==> src/rtl/cdf_pkg.sv <==
// Shared types for the card-presence switch conditioner.
package cdf_pkg;
    // Controller states: card out, card seated, shadow window after a change.
    typedef enum logic [1:0] {
        CD_ABSENT  = 2'd0,
        CD_PRESENT = 2'd1,
        CD_HOLD    = 2'd2
    } cd_state_t;
endpackage

==> src/rtl/cdf_sync.sv <==
// Multi-flop synchroniser for the raw switch contact.
// Assumes: the input is asynchronous and changes slowly compared with clk.
// The reset value is 0, meaning switch open.
module cdf_sync #(
    parameter int STAGES = 2
) (
    input  logic clk,
    input  logic rst_n,
    input  logic d_async,
    output logic q_sync
);
    logic [STAGES-1:0] chain;

    // Shift the asynchronous level through the flop chain.
    always_ff @(posedge clk) begin
        if (!rst_n) chain <= '0;
        else        chain <= {chain[STAGES-2:0], d_async};
    end

    assign q_sync = chain[STAGES-1];
endmodule

==> src/rtl/cdf_timer.sv <==
// Saturating tick counter. It counts us_tick pulses while clr is low and
// flags done once LIMIT ticks have been counted.
// Assumes: clr is held high whenever the interval is not being measured.
module cdf_timer #(
    parameter int LIMIT = 50
) (
    input  logic clk,
    input  logic rst_n,
    input  logic clr,
    input  logic tick,
    output logic done
);
    localparam int CW = $clog2(LIMIT + 1);
    localparam logic [CW-1:0] LIM = CW'(LIMIT);

    logic [CW-1:0] count;

    // Clear, or advance on each tick until the limit is reached.
    always_ff @(posedge clk) begin
        if (!rst_n || clr)               count <= '0;
        else if (tick && (count != LIM)) count <= count + 1'b1;
    end

    assign done = (count == LIM);

    // the count never passes its limit.
    a_r6_count_bounded: assert property (@(posedge clk) disable iff (!rst_n)
        count <= LIM);
endmodule

==> src/rtl/cdf_ctrl.sv <==
// Presence controller. It uses edge-triggered insertion, level-qualified
// extraction and a shadow window after each change.
// Assumes: sw is already synchronised. width_done comes from a timer that
// this block clears unless the card is seated and the switch is low.
// shadow_done comes from a timer that this block clears outside CD_HOLD.
module cdf_ctrl
    import cdf_pkg::*;
(
    input  logic      clk,
    input  logic      rst_n,
    input  logic      sw,
    input  logic      width_done,
    input  logic      shadow_done,
    output cd_state_t state,
    output logic      inserted,
    output logic      evt
);
    logic sw_d;
    logic rise;

    assign rise = sw & ~sw_d;

    // Previous switch sample. It updates in every state, so the edge
    // detector re-arms without seeing a stale edge when the window closes.
    always_ff @(posedge clk) begin
        if (!rst_n) sw_d <= 1'b0;
        else        sw_d <= sw;
    end

    // State, status bit and change event.
    always_ff @(posedge clk) begin
        if (!rst_n) begin
            state    <= CD_ABSENT;
            inserted <= 1'b0;
            evt      <= 1'b0;
        end else begin
            evt <= 1'b0;
            unique case (state)
                CD_ABSENT: if (rise) begin
                    inserted <= 1'b1;
                    evt      <= 1'b1;
                    state    <= CD_HOLD;
                end
                CD_PRESENT: if (width_done) begin
                    inserted <= 1'b0;
                    evt      <= 1'b1;
                    state    <= CD_HOLD;
                end
                CD_HOLD: if (shadow_done)
                    state <= inserted ? CD_PRESENT : CD_ABSENT;
                default: state <= CD_ABSENT;
            endcase
        end
    end

    // the status is frozen for as long as the shadow window is open.
    a_r6_hold_frozen: assert property (@(posedge clk) disable iff (!rst_n)
        (state == CD_HOLD && !shadow_done) |=> $stable(inserted));
    // a removal needs a completed width measurement.
    a_r4_fall_needs_width: assert property (@(posedge clk) disable iff (!rst_n)
        $fell(inserted) |-> $past(width_done));
    // an insertion needs a synchronised rising edge.
    a_r2_rise_needs_edge: assert property (@(posedge clk) disable iff (!rst_n)
        $rose(inserted) |-> $past(sw) && !$past(sw_d));
endmodule

==> src/rtl/card_detect_filter.sv <==
// Top of the card-presence switch conditioner. It connects the
// synchroniser, the two tick timers (pulse width, shadow window) and the
// controller.
// Assumes: us_tick is a one-cycle pulse, once per microsecond.
module card_detect_filter
    import cdf_pkg::*;
#(
    parameter int MIN_PULSE_US = 50,
    parameter int SHADOW_US    = 1000,
    parameter int SYNC_STAGES  = 2
) (
    input  logic clk,
    input  logic rst_n,
    input  logic us_tick,
    input  logic switch_raw,
    output logic card_present,
    output logic status_evt
);
    logic      sw;
    logic      width_done;
    logic      shadow_done;
    logic      width_clr;
    logic      shadow_clr;
    cd_state_t state;

    cdf_sync #(.STAGES(SYNC_STAGES)) u_sync (
        .clk(clk), .rst_n(rst_n), .d_async(switch_raw), .q_sync(sw)
    );

    // Width is measured only while a seated card sees an open switch.
    assign width_clr  = (state != CD_PRESENT) || sw;
    assign shadow_clr = (state != CD_HOLD);

    cdf_timer #(.LIMIT(MIN_PULSE_US)) u_width (
        .clk(clk), .rst_n(rst_n), .clr(width_clr), .tick(us_tick),
        .done(width_done)
    );

    cdf_timer #(.LIMIT(SHADOW_US)) u_shadow (
        .clk(clk), .rst_n(rst_n), .clr(shadow_clr), .tick(us_tick),
        .done(shadow_done)
    );

    cdf_ctrl u_ctrl (
        .clk(clk), .rst_n(rst_n), .sw(sw), .width_done(width_done),
        .shadow_done(shadow_done), .state(state), .inserted(card_present),
        .evt(status_evt)
    );

    // the event lasts one cycle.
    a_r7_evt_single: assert property (@(posedge clk) disable iff (!rst_n)
        status_evt |=> !status_evt);
    // every change of the status comes with the event.
    a_r7_change_flagged: assert property (@(posedge clk) disable iff (!rst_n)
        (card_present != $past(card_present)) |-> status_evt);
    // no event without a change.
    a_r7_evt_means_change: assert property (@(posedge clk) disable iff (!rst_n)
        status_evt |-> (card_present != $past(card_present)));
endmodule

==> config.mk <==
export PLATFORM = sky130hd
export DESIGN_NAME = card_detect_filter
export DESIGN_NICKNAME = d
export VERILOG_FILES = /design/src/rtl/cdf_pkg.sv /design/src/rtl/cdf_sync.sv /design/src/rtl/cdf_timer.sv /design/src/rtl/cdf_ctrl.sv /design/src/rtl/card_detect_filter.sv
export SDC_FILE = /design/constraint.sdc
export NUM_CORES = 1
export LEC_CHECK = 0
export ABC_AREA = 1
export BUFFER_PORTS_ARGS = -buffer_cell sky130_fd_sc_hd__buf_2
export CAP_MARGIN = 20
export CORE_UTILIZATION = 49
export CTS_CLUSTER_DIAMETER = 120
export DETAILED_ROUTE_END_ITERATION = 7
export GPL_ROUTABILITY_DRIVEN = 0
export GPL_TIMING_DRIVEN = 0
export PLACE_DENSITY = 0.66
export SLEW_MARGIN = 20
export SYNTH_ARGS = -nofsm -noshare
export SYNTH_HDL_FRONTEND = slang
export SYNTH_SLANG_ARGS = --single-unit
export TNS_END_PERCENT = 1
==> constraint.sdc <==
create_clock -name clk -period 1.4 [get_ports clk]
set_input_delay 0.07 -clock clk [delete_from_list [all_inputs] [get_ports clk]]
set_output_delay 0.07 -clock clk [all_outputs]
set_load 0.02 [all_outputs]
==> results by group, run 1 <==
Outcome
  – Status: finished clean

Placement
  – Pre-CTS setup slack: -0.00980 ns
  – Placed inst area: 0.00127 mm^2
  – HPWL Detailed: 1630 um
  – Placed insts: 210
  – I/O Buffers: 4

Clocking
  – CTS buffer count: 3
  – Clock Tree Buf Depth: 2
  – Clk sink count: 23
  – H-tree level count: 1
  – Clock latency at the later pin of the worst-skew pair: 0.30 ns
  – CTS tree: done
  – Root Buffer: clkbuf_4
  – Clk pin slew, worst setup/hold paths: about 0.13 ns

Worst setup path
  – Worst path required time: ~1.6 ns
  – Worst path cell trace: inv_1 -> ha_1 -> nand3_1 -> inv_2 -> nand3_4 -> nand2_8 -> inv_6 -> nand2_1 -> a21oi_1
  – Reg2Reg Depth: 9
  – Crit path DAT: 1.57 ns
  – Type of origin of the critical path: register
  – Internal reg-to-reg setup slack: 0.06 ns
  – Worst-path fanout max: 8
  – Critical path buffers and inverters: 3
  – Worst R2R End: u_shadow.count[5]
  – Critical path's top delay family: simple AND/OR/NAND/NOR gates
  – Critical Path Max Stage Delay: 0.37 ns
  – Crit-path slowest cell: dfxtp_2
  – Reg-to-reg startpoint: u_shadow.count[0]
  – Worst Setup End Kind: register
  – Critical path type: register to register

Yosys
  – Mux share of post-synthesis cell area: 0%
  – Yosys cell types: 22
  – Mapped cell area: 0.00122 mm^2
  – Avg Synthesized Cell Area: 6.83 um^2
  – Top-count cell post-synth: nand2_1
  – Synth Area in Adders: 4.12%
  – Post-synth EDFFs: 0
  – Synth Area in Compound Gates: approximately 9%
  – Synth Area in XOR/XNOR: 2.88%
  – Post-synth ARST share: 0%
  – Largest family of logic cells by synthesized area: simple AND/OR/NAND/NOR gates
  – Area share of the largest cell type after synthesis: between 30% and 40%
  – Sequential fraction of the synthesis area: 37.9%
  – Synthesized Nets: 186
  – Synth Flop Type: dfxtp_1
  – Area leader, netlist: dfxtp_1
  – Synth Area in Simple Gates: between 30% and 40%
  – Top cells by area, synth: dfxtp_1 (38%), nand2_1 (16%), inv_1 (9.3%)
  – YS warnings: 0
  – Cell count after synthesis: 178
  – FF+latch count, synth: 23
  – Commonest cells post-synth: nand2_1 (51), inv_1 (30), dfxtp_1 (23)

STA
  – Hold_ws: 0.0247 ns
  – Tmin final: 1.34 ns
  – Final WS setup: 0.0582 ns
  – Final setup viols: 0
  – Max-slew violations: 0
  – Clk_skew: 0.00672 ns
  – Slew margin rel.: about three quarters
  – Tcrit/Tclk final: 95.8%
  – Worst-margin pin slew: 0.385 ns
  – RSZ-0062 raised after global routing: true
  – Final Hold Viols: 0
  – F_max: 745 MHz

Floorplanning
  – Num rows: 17
  – Die area: 0.00269 mm^2
  – Die W: 51.8 um
  – I/O pin count: 6
  – Die height: approximately 52 um
  – Core footprint: about 0.0023 mm^2
  – Initial Util: 53.4%

Final layout
  – Post-layout net count: 200
  – N_diodes: 0
  – Layout Area Growth over Synthesis: 14.7%
  – Final Non-Filler Cells: approximately 220
  – Fin util: 61.3%
  – Fillers: 211
  – Final instance area: 0.00140 mm^2
  – Share of layout cells above drive strength 1: 17.8%

Global routing
  – Total gr overflow: 0
  – Largest net degree at the start of global routing: 13
  – Number of global-route vias before repair: between 900 and 1000
  – Global-route wire length before repair: 3770 um
  – Initial antenna violation count: 0
  – Total global-route track usage: 19.1%

Power and ir drop
  – Sequential Power Share: 61.4%
  – Int Pwr: 0.834 mW
  – PwrDens: 808 mW/mm^2
  – Sw power: 0.293 mW
  – Clock Power Share: 26.8%
  – VDD IR max: 0.649 mV
  – Sw Ratio: 26.0%
  – Lkg Pwr: 0.619 nW
  – Combinational share of power: approximately an eighth

Worst hold path
  – Hold Path Class: primary input to register
  – Hold Path Origin: rst_n
  – WHS Endpoint: u_ctrl.sw_d
  – Hold path depth: 3

Drt
  – Vias/cell: 4.92
  – Remaining DRCs: 0
  – First drt pass iteration count: 4
  – Wire per inst: 10.4 um
  – Vias: 1078
  – Post-DRT Antenna Nets: 0
  – Initial DRC Count: 22
  – Detailed Route WL: 2270 um

Run
  – Max-Cap Viols: 0
[power groups by stage]
stage / registers (mW) / clock network [mW] / logic (mW)
2_1_floorplan: 0.707 / 0 / 0.0893
3_3_place_gp: 0.706 / 0 / 0.117
3_5_place_dp: 0.706 / 0 / 0.120
4_1_cts: 0.693 / 0.321 / 0.122
5_1_grt: 0.696 / 0.352 / 0.152
6_report: 0.692 / 0.302 / 0.134
[sequential cells by signal (all words and copies together), names as in the netlist]
signal	flops
u_shadow.count	10
u_ctrl.evt	1
u_ctrl.state	2
u_width.count	6
u_ctrl.sw_d	1
u_ctrl.inserted	1
u_sync.chain	2
[metrics by stage]
step           setup TNS [ns]  power, mW
6_report                    0       1.13
5_1_grt                -0.194       1.20
4_1_cts                     0       1.14
3_5_place_dp          -0.0243      0.826
3_3_place_gp                0      0.823
2_1_floorplan               0      0.796
[timing repair]
item	4_1_cts	5_1_grt
resized for setup	3	16
buffers inserted	0	3
cloned	0	1
hold buffers	1	0
endpoints found under the setup margin	9	16
endpoints found under the hold margin	1	0
pin swaps	0	4
[how the worst max path moves through the flow]
stage	start	to	slack, ns	cells after the start
after CTS	u_shadow.count[0]	u_shadow.count[1]	0.002	9
after detailed placement	u_shadow.count[0]	u_shadow.count[9]	-0.01	9
after global placement	u_shadow.count[0]	u_shadow.count[8]	0.005	9
after floorplan	u_width.count[0]	u_ctrl.state[0]	0.14	9
final	u_shadow.count[0]	u_shadow.count[5]	0.06	9
after global routing	u_width.count[0]	u_width.count[3]	-0.05	9
[metal layers]
metal	up-vias	GRT usage [%]	part of all wire (%)
met1	478	23.4	48
met5	-	0	0
met4	0	8.56	0.75
met2	13	32.3	49
li1	585	-	-
met3	2	3.51	1.8
[worst min-delay path, delay by kind of cell]
family	cells	cell delay (ns)
buffers and inverters	2	0.16
AND/OR/NAND/NOR	1	0.07
[logic make-up (layout without fill, tap and decap cells)]
family          Yosys count  count (layout)
simple gates             92              93
buf+inv                  34              46
flops                    23              23
compound gates           21              21
fa+ha+maj                 4               4
xor+xnor                  4               4
[layout by cell type, fill, tap and decap left out, drive strengths merged]
master,netlist,layout
o21ai,4,4
dlygate4sd3,0,1
inv,32,32
nand4,6,6
ha,4,4
nor3b,1,1
nor3,2,2
xor2,4,4
clkbuf,0,4
dfxtp,23,23
nand3,14,14
buf,2,9
nand3b,1,1
a31oi,1,1
nor2,16,16
nand2,52,53
a21oi,16,16
[cell type report]
type | instances | area [um^2] | area share, %
buffer | 2 | 18.8 | 1.35
multi-input combinational | 122 | 669 | 48.0
tap | 28 | 35.0 | 2.51
timing repair buffer | 8 | 52.6 | 3.77
inverter | 32 | 125 | 8.97
sequential | 23 | 468 | 33.5
clock buffer | 4 | 26.3 | 1.88
Note: power is estimated with default switching activity, not from simulation.
==> inputs of run 2 (changes only) <==
--- a/config.mk
+++ b/config.mk
@@ -5,7 +5,6 @@
 export SDC_FILE = /design/constraint.sdc
 export NUM_CORES = 1
 export LEC_CHECK = 0
-export ABC_AREA = 1
 export BUFFER_PORTS_ARGS = -buffer_cell sky130_fd_sc_hd__buf_2
 export CAP_MARGIN = 20
 export CORE_UTILIZATION = 49
==> run 2 against run 1 <==
Effect of this change: maximum frequency is 1.9% lower; first-iteration DRC count is 86% lower; sequential cell count stayed put; setup slack worse by 0.026 ns; sequential power is 3.8% lower; routed wire length is 27% lower; die area is 15% lower; via count is 28% lower; non-clock buffer count is 2 lower; synthesized cell count is 38% lower; synthesized area is 16% lower; clock skew is 0.0043 ns lower; critical endpoint is now u_width.count[1]; largest cell class unchanged.
==> results by group, run 2 <==
Drt
  – Vias/cell: 5.22
  – First drt pass iteration count: 4
  – Remaining DRCs: 0
  – Wire per inst: 11.3 um
  – Detailed Route WL: approximately 1700 um
  – Vias: about 770
  – Post-DRT Antenna Nets: 0
  – Initial DRC Count: 3

Final layout
  – Biggest register: u_shadow.count
  – Commonest non-fill, non-tap cell in the layout: dfxtp_1
  – Multi-input logic area: between 500 and 600 um^2
  – Most frequent cells in the layout: dfxtp_1 (19), nor2_1 (13), nand2_1 (10), xnor2_1 (5), buf_2 (5)
  – Share of layout cells above drive strength 1: 19.0%
  – N_diodes: 0
  – Fillers: ~200
  – Storage element area: 473 um^2
  – Layout Area Growth over Synthesis: 13.9%
  – Final instance area: ~0.0012 mm^2
  – Fin util: 59.4%
  – Top Registers: u_shadow.count: 10 flops, u_width.count: 6 flops
  – Post-layout net count: 130
  – Max reg flops: 10

Yosys
  – Top cells by area, synth: dfxtp_1 (45%), ha_1 (4.9%), nor2_1 (4.8%)
  – Post-synth ARST share: 0%
  – Avg Synthesized Cell Area: 9.22 um^2
  – FF+latch count, synth: 23
  – Synthesized Nets: roughly 120
  – YS warnings: 0
  – Synth Flop Type: dfxtp_1
  – Sequential fraction of the synthesis area: around 45%
  – Top-count cell post-synth: dfxtp_1
  – Yosys cell types: 32
  – Area leader, netlist: dfxtp_1
  – Cell count after synthesis: 111
  – Commonest cells post-synth: dfxtp_1 (23), nor2_1 (13), nand2_1 (10)
  – Mapped cell area: 0.00102 mm^2
  – Post-synth EDFFs: 0
  – Area share of the largest cell type after synthesis: 45.0%

STA
  – F_max: ~730 MHz
  – Slew margin rel.: 67.8%
  – Worst-margin pin slew: slightly below 0.5 ns
  – Max-slew violations: 0
  – Tmin final: 1.37 ns
  – Clk_skew: approximately 0.0024 ns
  – Final WS setup: 0.0326 ns
  – Fin Setup TNS: 0 ns
  – Hold_ws: roughly 0.047 ns
  – RSZ-0062 raised after global routing: true
  – Final Hold Viols: 0
  – Tcrit/Tclk final: between 90% and 100%
  – Final setup viols: 0

Global routing
  – Total global-route track usage: ~16%
  – Initial antenna violation count: 0
  – Global-route wire length before repair: roughly 2600 um
  – Largest net degree at the start of global routing: 13
  – Number of global-route vias before repair: 657
  – Total gr overflow: 0

Worst setup path
  – Crit. Startpoint: u_width.count[0]
  – Critical Path End: u_width.count[1]
  – Crit-path slowest cell: dfxtp_4
  – Critical Path Max Stage Delay: ~0.38 ns
  – Reg2Reg Depth: 6
  – Crit path DAT: 1.56 ns
  – Worst R2R End: u_width.count[1]
  – Worst path cell trace: inv_2 -> ha_1 -> nand4b_1 -> or2_4 -> a21oi_2 -> a311oi_2
  – Type of origin of the critical path: register
  – Worst Setup End Kind: register
  – Critical path type: register to register
  – Worst-path fanout max: 5
  – Reg-to-reg startpoint: u_width.count[0]
  – Internal reg-to-reg setup slack: 0.03 ns
  – Worst path required time: 1.59 ns

Power and ir drop
  – Sw power: 0.227 mW
  – Lkg Pwr: 0.399 nW
  – Combinational share of power: approximately 5.7%
  – VDD IR max: 0.603 mV
  – Sw Ratio: 22.2%
  – Int Pwr: 0.796 mW
  – Clock Power Share: roughly 29%
  – PwrDens: approximately 900 mW/mm^2
  – Sequential Power Share: 65.1%

Clocking
  – Clk sink count: 23
  – Post-CTS setup buffers: 0
  – Clock latency at the later pin of the worst-skew pair: 0.30 ns
  – Root Buffer: clkbuf_4
  – Clock Tree Buf Depth: 2
  – CTS tree: done
  – CTS buffer count: 3
  – Clk pin slew, worst setup/hold paths: roughly 0.12 ns
  – H-tree level count: 1

Run
  – Max-Cap Viols: 0

Floorplanning
  – Die height: 47.7 um
  – I/O pin count: 6
  – Die W: 47.7 um
  – Initial Util: between 50% and 60%
  – Core footprint: 0.00196 mm^2
  – Num rows: 16
  – Die area: 0.00228 mm^2

Placement
  – Placed inst area: around 0.0011 mm^2
  – Pre-CTS setup slack: -0.0294 ns
  – I/O Buffers: 5
  – HPWL Detailed: between 1000 and 1500 um

Outcome
  – Status: finished clean

Worst hold path
  – Hold Path Origin: rst_n
  – Hold Path Class: primary input to register
## run 2: final cells by class
type / instances / area share [%]
flip-flops and latches: 23 / 40.6
well taps: 27 / 2.90
inverters: 3 / 0.966
clock buffers: 4 / 2.25
repair buffers: 6 / 3.00
plain buffers: 2 / 1.29
multi-input cells: 83 / 49.0
## run 2: what timing repair did
item / 4_1_cts / 5_1_grt
pin swaps: 0 / 3
hold buffers: 1 / 0
resized for setup: 4 / 13
setup endpoints to repair: 3 / 9
endpoints found under the hold margin: 1 / 0
## run 2: worst min path at each step
stage	endpoint	slack (ns)	cells after the start
finish	u_sync.chain[1]	0.05	2
global route	u_sync.chain[1]	0.04	2
CTS	u_sync.chain[1]	0.03	2
detailed placement	u_sync.chain[0]	0.28	2
global placement	u_sync.chain[0]	0.29	2
floorplan	u_sync.chain[0]	0.19	1
## run 2: kinds of logic (layout without fill, tap and decap cells)
| logic type | count (synthesis) | count (layout) | synth area share [%] |
|---|---|---|---|
| buf+inv | 5 | 15 | 2.57 |
| mux | 1 | 1 | 0.978 |
| fa+ha+maj | 4 | 4 | 4.89 |
| xor+xnor | 9 | 9 | 7.70 |
| simple gates | 51 | 51 | 28.1 |
| compound gates | 18 | 18 | 10.8 |
| flops | 23 | 23 | 45.0 |
## run 2: power groups by stage
stage / clock [mW] / sequential, mW / combinational, mW
CTS: 0.309 / 0.672 / 0.0553
detailed placement: 0 / 0.687 / 0.0529
global route: 0.329 / 0.668 / 0.0649
finish: 0.299 / 0.666 / 0.0581
global placement: 0 / 0.686 / 0.0516
floorplan: 0 / 0.690 / 0.0319
## run 2: metrics by stage
step	total power, mW	instances
CTS	1.04	148
global route	1.06	148
finish	1.02	148
detailed placement	0.740	143
floorplan	0.722	111
global placement	0.737	143
## run 2: critical path, delay by kind of cell, from the launching register on
family	cells	cell delay (ns)
flip-flops	1	0.38
AND/OR/NAND/NOR	2	0.46
buffers and inverters	1	0.06
adder cells (fa/ha/maj)	1	0.14
AO/OA/AOI/OAI	2	0.21
## run 2: routing by layer
metal | track usage (%) | vias to the layer above | part of all wire, %
met3 | 4.53 | 2 | 1.4
met4 | 5.00 | 0 | 1.0
li1 | - | 405 | -
met2 | 27.6 | 3 | 50
met5 | 0 | - | 0
met1 | 19.9 | 363 | 48
==> inputs of run 3 (changes only) <==
--- a/config.mk
+++ b/config.mk
@@ -10,9 +10,9 @@
 export CORE_UTILIZATION = 49
 export CTS_CLUSTER_DIAMETER = 120
 export DETAILED_ROUTE_END_ITERATION = 7
-export GPL_ROUTABILITY_DRIVEN = 0
 export GPL_TIMING_DRIVEN = 0
 export PLACE_DENSITY = 0.66
+export SETUP_SLACK_MARGIN = 0.2
 export SLEW_MARGIN = 20
 export SYNTH_ARGS = -nofsm -noshare
 export SYNTH_HDL_FRONTEND = slang
==> run 3 against run 2 <==
Effect of this change: register-to-register slack better by 0.03 ns; total power is 0.82% lower; critical path depth stayed put; core utilization is 0.70 points higher; clock skew is 0.0053 ns higher; sequential power hardly changed; maximum frequency is 2.6% higher; routed wire length is 5.2% higher; clock-buffer cell count is 1 lower.
==> results by group, run 3 (synthesis results as in run 2) <==
Global routing
  – Largest net degree at the start of global routing: 14
  – Number of global-route vias before repair: roughly 690
  – Total gr overflow: 0
  – Global-route wire length before repair: 2800 um
  – Initial antenna violation count: 0
  – Total global-route track usage: 17.8%

Final layout
  – Most frequent cells in the layout: dfxtp_1 (19), nor2_1 (13), nand2_1 (10)
  – N_diodes: 0
  – Commonest non-fill, non-tap cell in the layout: dfxtp_1
  – Fillers: 185
  – Share of layout cells above drive strength 1: 21.0%
  – Final instance area: 0.00118 mm^2
  – Layout Area Growth over Synthesis: 15.3%
  – Post-layout net count: 133
  – Max reg flops: 10
  – Biggest register: u_shadow.count
  – Top Registers: u_shadow.count: 10 flops, u_width.count: 6 flops

Clocking
  – Clk pin slew, worst setup/hold paths: 0.12 ns
  – CTS tree: done
  – CTS buffer count: 3
  – Clk sink count: 23
  – Clock latency at the later pin of the worst-skew pair: around 0.30 ns
  – Clock Tree Buf Depth: 2
  – Root Buffer: clkbuf_4
  – H-tree level count: 1

Worst setup path
  – Worst path cell trace: inv_2 -> ha_1 -> nand4b_1 -> or2_4 -> a21oi_2 -> a311oi_2
  – Type of origin of the critical path: register
  – Reg-to-reg startpoint: u_width.count[0]
  – Worst Setup End Kind: register
  – Critical path buffers and inverters: 1
  – Crit-path slowest cell: dfxtp_4
  – Critical path type: register to register
  – Crit path DAT: 1.52 ns
  – Critical Path Max Stage Delay: 0.36 ns
  – Worst path required time: 1.59 ns
  – Critical path's top delay family: simple AND/OR/NAND/NOR gates
  – Worst-path fanout max: 5
  – Crit. Startpoint: u_width.count[0]

STA
  – Tmin final: 1.33 ns
  – Fin Setup TNS: 0 ns
  – Hold_ws: 0.0349 ns
  – Clk_skew: 0.00770 ns
  – F_max: 750 MHz
  – Slew margin rel.: between 70% and 80%
  – RSZ-0062 raised after global routing: true
  – Final Hold Viols: 0
  – Tcrit/Tclk final: 95.2%
  – Max-slew violations: 0
  – Final setup viols: 0
  – Worst-margin pin slew: 0.449 ns

Drt
  – Wire per inst: 11.6 um
  – Post-DRT Antenna Nets: 0
  – Initial DRC Count: 7
  – Vias/cell: a little over 5
  – Remaining DRCs: 0
  – Vias: 771
  – Detailed Route WL: ~1800 um
  – First drt pass iteration count: 4

Power and ir drop
  – Lkg Pwr: 0.407 nW
  – PwrDens: around 860 mW/mm^2
  – VDD IR max: around 0.45 mV

Floorplanning
  – I/O pin count: 6
  – Die area: 0.00228 mm^2
  – Die W: 47.7 um
  – Core footprint: 0.00196 mm^2
  – Die height: ~48 um
  – Initial Util: 52.2%
  – Num rows: 16

Outcome
  – Status: finished clean

Placement
  – I/O Buffers: 5
  – Placed inst area: about 0.0011 mm^2
  – HPWL Detailed: 1230 um
  – Routability cong.: ~0.8

Worst hold path
  – Hold Path Origin: rst_n
  – Hold Path Class: primary input to register

Run
  – Max-Cap Viols: 0
[run 3: cell types whose count changed in the layout (fill, tap and decap cells not counted), sizes merged]
cell / change
clkinv: +1
clkbuf: -1
buf: +3
[run 3: what timing repair did]
action,4_1_cts,5_1_grt
buffers inserted,3,0
endpoints found under the setup margin,15,18
pin swaps,2,2
cloned,0,0
hold endpoints to repair,1,0
hold buffers,1,0
resized for setup,7,2
[run 3: final cells by class]
cell class              count  area, um^2  share of cell area [%]
plain buffers               2        15.0                    1.27
clock buffers               3        22.5                    1.91
clock inverters             1        5.00                   0.424
inverters                   3        11.3                   0.954
multi-input cells          83         559                    47.4
flip-flops and latches     23         475                    40.3
well taps                  27        33.8                    2.86
repair buffers              9        57.6                    4.88
[run 3: worst paths after layout]
check / end / depth (start not counted) / slack [ns]
min: u_sync.chain[1] / 2 / 0.03
max reg2reg: u_width.count[1] / 6 / 0.07
max: u_width.count[1] / 6 / 0.07
min reg2reg: u_sync.chain[1] / 1 / 0.45
[run 3: per-stage QoR]
| stage | setup slack (ns) | util [%] | cells | power, mW |
|---|---|---|---|---|
| 2_1_floorplan | 0.154 | - | 111 | 0.722 |
| 3_3_place_gp | 0.0345 | 55.7 | 143 | 0.737 |
| 3_5_place_dp | 0.0233 | 55.7 | 143 | 0.738 |
| 4_1_cts | 0.0654 | 59.8 | 151 | 1.04 |
| 5_1_grt | 0.00720 | 60.1 | 151 | 1.06 |
| 6_report | 0.0666 | 60.1 | 151 | 1.01 |
[run 3: where the power goes]
| group | internal [mW] | total, mW | switching [mW] |
|---|---|---|---|
| logic | 0.0270 | 0.0572 | 0.0303 |
| clock network | 0.106 | 0.294 | 0.188 |
| registers | 0.657 | 0.663 | 0.00648 |
| total | 0.790 | 1.01 | 0.224 |
[run 3: worst reg2reg max path, stage by stage, from the launching register on]
cell and delay (ns):
dfxtp_4 0.36, inv_2 0.05, ha_1 0.14, nand4b_1 0.15
or2_4 0.30, a21oi_2 0.16, a311oi_2 0.06
[run 3: layer usage]
layer  share of wire (%)  global-route usage (%)  vias to the layer above  wire [um]
met5                   0                       0                        -          0
met4                0.68                    9.44                        0         12
met3                 2.0                    3.40                        2         35
met2                  50                    29.2                        6        870
met1                  48                    21.9                      353        835
li1                    -                       -                      410          -
